File: src/rtl/gseq_pkg.sv
package gseq_pkg;

    typedef enum logic [2:0] {
        ST_LOW_ON   = 3'd0,
        ST_SENSE    = 3'd1,
        ST_HIGH_ON  = 3'd2,
        ST_DEAD     = 3'd3,
        ST_OVERRIDE = 3'd4
    } seq_state_e;

    typedef struct packed {
        logic uvlo;
        logic shdn;
        logic ovp;
    } override_t;

    typedef struct packed {
        logic hi;
        logic lo;
    } gate_pair_t;

    function automatic logic override_any(override_t o);
        return o.uvlo | o.shdn | o.ovp;
    endfunction

    function automatic gate_pair_t gates_for(seq_state_e s);
        gate_pair_t g;
        g.hi = (s == ST_HIGH_ON);
        g.lo = (s == ST_LOW_ON) || (s == ST_OVERRIDE);
        return g;
    endfunction

endpackage

File: src/rtl/gseq_override_merge.sv
module gseq_override_merge
    import gseq_pkg::*;
(
    input  override_t ovr,
    output logic      force_lo
);
    always_comb force_lo = override_any(ovr);
endmodule

File: src/rtl/gseq_dead_timer.sv
module gseq_dead_timer #(
    parameter int DEAD_CYCLES = 4
) (
    input  logic clk,
    input  logic rst,
    input  logic clear,
    input  logic run,
    output logic done
);
    localparam int CNT_W = (DEAD_CYCLES < 2) ? 1 : $clog2(DEAD_CYCLES);
    localparam logic [CNT_W-1:0] LAST = CNT_W'(DEAD_CYCLES - 1);

    logic [CNT_W-1:0] cnt;

    always_ff @(posedge clk) begin
        if (rst || clear || !run) begin
            cnt <= '0;
        end else if (cnt != LAST) begin
            cnt <= cnt + 1'b1;
        end
    end

    always_comb done = run && (cnt == LAST);
endmodule

File: src/rtl/gseq_fsm.sv
module gseq_fsm
    import gseq_pkg::*;
(
    input  logic       clk,
    input  logic       rst,
    input  logic       pwm_req,
    input  logic       sense_off,
    input  logic       force_lo,
    input  logic       timer_done,
    output seq_state_e state,
    output gate_pair_t gates
);
    seq_state_e nxt;

    always_comb begin
        nxt = state;
        if (force_lo) begin
            nxt = ST_OVERRIDE;
        end else begin
            unique case (state)
                ST_LOW_ON:   if (pwm_req) nxt = ST_SENSE;
                ST_SENSE:    if (!pwm_req) nxt = ST_LOW_ON;
                             else if (sense_off) nxt = ST_HIGH_ON;
                ST_HIGH_ON:  if (!pwm_req) nxt = ST_DEAD;
                ST_DEAD:     if (timer_done) nxt = ST_LOW_ON;
                ST_OVERRIDE: nxt = ST_LOW_ON;
                default:     nxt = ST_OVERRIDE;
            endcase
        end
    end

    always_ff @(posedge clk) begin
        if (rst) state <= ST_LOW_ON;
        else     state <= nxt;
    end

    always_comb gates = gates_for(state);
endmodule

File: src/rtl/gate_sequencer.sv
module gate_sequencer
    import gseq_pkg::*;
#(
    parameter int DEAD_CYCLES = 4
) (
    input  logic clk,
    input  logic rst,
    input  logic pwm_req,
    input  logic dl_off_sense,
    input  logic uvlo,
    input  logic shdn,
    input  logic ovp_latch,
    output logic dh_en,
    output logic dl_en
);
    override_t  ovr;
    logic       force_lo;
    logic       timer_done;
    logic       in_dead;
    seq_state_e state;
    gate_pair_t gates;

    always_comb begin
        ovr.uvlo = uvlo;
        ovr.shdn = shdn;
        ovr.ovp  = ovp_latch;
    end

    gseq_override_merge u_merge (
        .ovr      (ovr),
        .force_lo (force_lo)
    );

    always_comb in_dead = (state == ST_DEAD);

    gseq_dead_timer #(.DEAD_CYCLES(DEAD_CYCLES)) u_timer (
        .clk   (clk),
        .rst   (rst),
        .clear (force_lo),
        .run   (in_dead),
        .done  (timer_done)
    );

    gseq_fsm u_fsm (
        .clk        (clk),
        .rst        (rst),
        .pwm_req    (pwm_req),
        .sense_off  (dl_off_sense),
        .force_lo   (force_lo),
        .timer_done (timer_done),
        .state      (state),
        .gates      (gates)
    );

    always_comb begin
        dh_en = gates.hi;
        dl_en = gates.lo;
    end
endmodule

File: config.mk
export PLATFORM = sky130hd
export DESIGN_NAME = gate_sequencer
export DESIGN_NICKNAME = d
export VERILOG_FILES = /design/src/rtl/gseq_pkg.sv /design/src/rtl/gseq_override_merge.sv /design/src/rtl/gseq_dead_timer.sv /design/src/rtl/gseq_fsm.sv /design/src/rtl/gate_sequencer.sv
export SDC_FILE = /design/constraint.sdc
export NUM_CORES = 1
export LEC_CHECK = 0
export ABC_AREA = 0
export BUFFER_PORTS_ARGS = -buffer_cell sky130_fd_sc_hd__buf_4
export CAP_MARGIN = 10
export CORE_AREA = 4 4 41 43
export CTS_CLUSTER_SIZE = 10
export DETAILED_ROUTE_END_ITERATION = 8
export DIE_AREA = 0 0 45 47
export HOLD_SLACK_MARGIN = 0.02
export PLACE_DENSITY_LB_ADDON = 0.05
export SETUP_SLACK_MARGIN = 0.1
export SYNTH_ARGS = -nofsm -noshare
export SYNTH_HDL_FRONTEND = slang
export SYNTH_SLANG_ARGS = --single-unit
File: constraint.sdc
create_clock -name clk -period 1.05 [get_ports clk]
set_clock_uncertainty 0.05 [all_clocks]
set_input_delay 0.1575 -clock clk [delete_from_list [all_inputs] [get_ports clk]]
set_output_delay 0.1575 -clock clk [all_outputs]
set_load 0.05 [all_outputs]
==> metrics.yaml <==
outcome: "finished, violations left"
violations: "negative setup slack"
numCtsBuffers: 3
clock-sinks: 5
antenna_found_initial: 0
initial_core_util: 0.1933
synth_area_leader_cell: "dfxtp_1"
io_pins: 9
yosysMostFrequentCell: "dfxtp_1"
fin_crit_ns: 1.180
path_class: "flip-flop to output pin"
io_buffers: 8
final_nets: 53
cp_slowest_cell: "dfxtp_4"
max-slew-margin-rel: 0.7971
vias: 254
synth.distinct_cells: 15
fin_setup_tns_ns: -0.2623
avgSynthCellArea_um2: 9.314
worstPathRequired_ns: 0.84
r2r_setup_slack_ns: -0.05
hold_class: "primary input to flip-flop"
gp_congestion: 0.6382
synth_top_cells_by_area: "dfxtp_1, nor3_1, mux2_4, nand2_1, a211oi_2"
cts_tree: "built"
fp.dieH_um: 47
final_util: 0.3596
drive_above_1_share: 0.7045
ys_seq_area_frac: 0.3980
cts.reportedPaths.clkPinSlew_ns: 0.04
cp.buffers_inverters: 1
fin_ws_ns: -0.1300
worst_pin_slew_ns: 0.3020
fillCellCount: 144
pre_cts_ws_ns: -0.01576
critPathMaxStageDelay_ns: 0.37
worstPathMaxFanout: 6
worstPathArrival_ns: 0.97
p_leak_uw: 0.0001780
post-route-period-util: 1.124
cp-end-kind: "output pin"
ir_drop_uv: 421.1
grt_use_total: 0.08228
synth-seq-cells: 5
synth_area_um2: 251.5
grt-ovfl-total: 0
syn-num-nets: 35
drt_iter0_markers: 0
cts_max_path_buffers: 2
start_kind: "flip-flop"
rsz0062_at_grt: "true"
dpl.hpwl_um: 471.4
drt_pass1_iterations: 1
synth_edf_count: 0
core-area_mm2: 0.001301
ys_warn_count: 0
clkLatencyLatePin_ns: 0.24
powerDensity_mw_per_mm2: 952.8
synthArstFlopShare: 0
worstPathCellList: "nor3b_4, buf_6"
synth_top_area_frac: 0.3980
postRouteAntennaNets: 0
hold_viol_final: 0
drv_cap: 0
routedWlPerCell_um: 12.20
syn2layout_area_growth_pct: 86.07
grt_pass1_wl_mm: 1.186
root_buffer: "clkbuf_4"
grt_pass1_vias: 281
cp_top_family: "flip-flops"
die-area_mm2: 0.002115
setup_viol: 3
die-width_um: 45
num_rows: 13
hold_slack_ns: 0.1466
synth_commonest_cells: "dfxtp_1, nand2_1, nor3_1"
wirelength_um: 720
fmax_ghz: 0.8475
synth_flop_cell: "dfxtp_1"
drc_errors: 0
drv_slew: 0
vias_per_cell: 4.305
netlist_instances: 27
grt_max_degree: 7
cts-htree-levels: 1
n_antenna_cell: 0
==> where the power goes <==
group | internal (uW) | total, uW | switching [uW]
logic | 23.9 | 37.7 | 13.8
registers | 187 | 192 | 4.88
clock network | 143 | 216 | 73.1
==> worst min-delay path, delay by kind of cell <==
kind | cells | cell delay (ns)
buffers and inverters | 1 | 0.07
AOI/OAI and AO/OA | 1 | 0.11
and+or+nand+nor | 1 | 0.05
==> cell usage in the layout (no fill, tap or decap) <==
| cell type | count |
|---|---|
| ha_4 | 1 |
| buf_4 | 10 |
| dfxtp_2 | 2 |
| clkbuf_1 | 1 |
| o21ai_0 | 2 |
| nor3b_4 | 1 |
| buf_6 | 3 |
| clkbuf_4 | 3 |
| dfxtp_4 | 3 |
| nand3b_1 | 1 |
| nor3_2 | 2 |
| nand4b_1 | 1 |
| nand2_1 | 2 |
| nor3_1 | 1 |
| a21oi_1 | 2 |
| xor2_1 | 1 |
| nor2_1 | 1 |
| a211oi_2 | 1 |
| mux2i_2 | 1 |
| nand2_2 | 2 |
| mux2_4 | 1 |
| dlygate4sd3_1 | 1 |
| nor2_4 | 1 |
==> registers in the layout (all words and copies together), names as in the netlist <==
signal and cells:
u_timer.cnt 2, u_fsm.state 3
==> cell families after synthesis <==
logic type,count (synthesis),share of synthesized area
AND/OR/NAND/NOR,12,0.2438
AO/OA/AOI/OAI,5,0.1293
flip-flops,5,0.3980
multiplexers,2,0.09949
XOR/XNOR,1,0.03483
buffers and inverters,1,0.04477
adder cells (fa/ha/maj),1,0.04974
==> worst paths after layout <==
path,to,from,cells past startpoint
min reg2reg,u_fsm.state[0],u_fsm.state[0],1
max,dh_en,u_fsm.state[0],2
max reg2reg,u_fsm.state[0],u_timer.cnt[1],3
min,u_fsm.state[2],ovp_latch,3
==> area by class of cell <==
| class | instances | area [um2] | share of cell area |
|---|---|---|---|
| clock buffer | 4 | 26.28 | 0.05615 |
| multi-input combinational | 21 | 190.2 | 0.4064 |
| sequential | 5 | 113.9 | 0.2433 |
| tap | 15 | 18.77 | 0.04011 |
| timing repair buffer | 14 | 118.9 | 0.2540 |
==> per-layer routing <==
metal  vias up  GRT usage  wire length [um]
met4         0    0.07018                 0
met2         5     0.1356               408
li1        132          -                 -
met3         0    0.02682                37
met1       117    0.08447               274
met5         -          0                 0
==> stage by stage <==
stage	std cells	power, uW	instance area [um2]
2_1_floorplan	27	211.6	281.5
3_3_place_gp	51	232.6	364.1
3_5_place_dp	51	233.9	364.1
4_1_cts	59	461.7	451.7
5_1_grt	59	477.2	467.9
6_report	59	445.8	467.9
==> repair_timing <==
item                       CTS  global route
pin swaps                    3             2
hold endpoints to repair     1             0
resized for setup            9             5
hold buffers                 1             0
setup buffers                3             0
setup endpoints to repair    4             7
No activity file was read; power rests on OpenSTA's default activity.
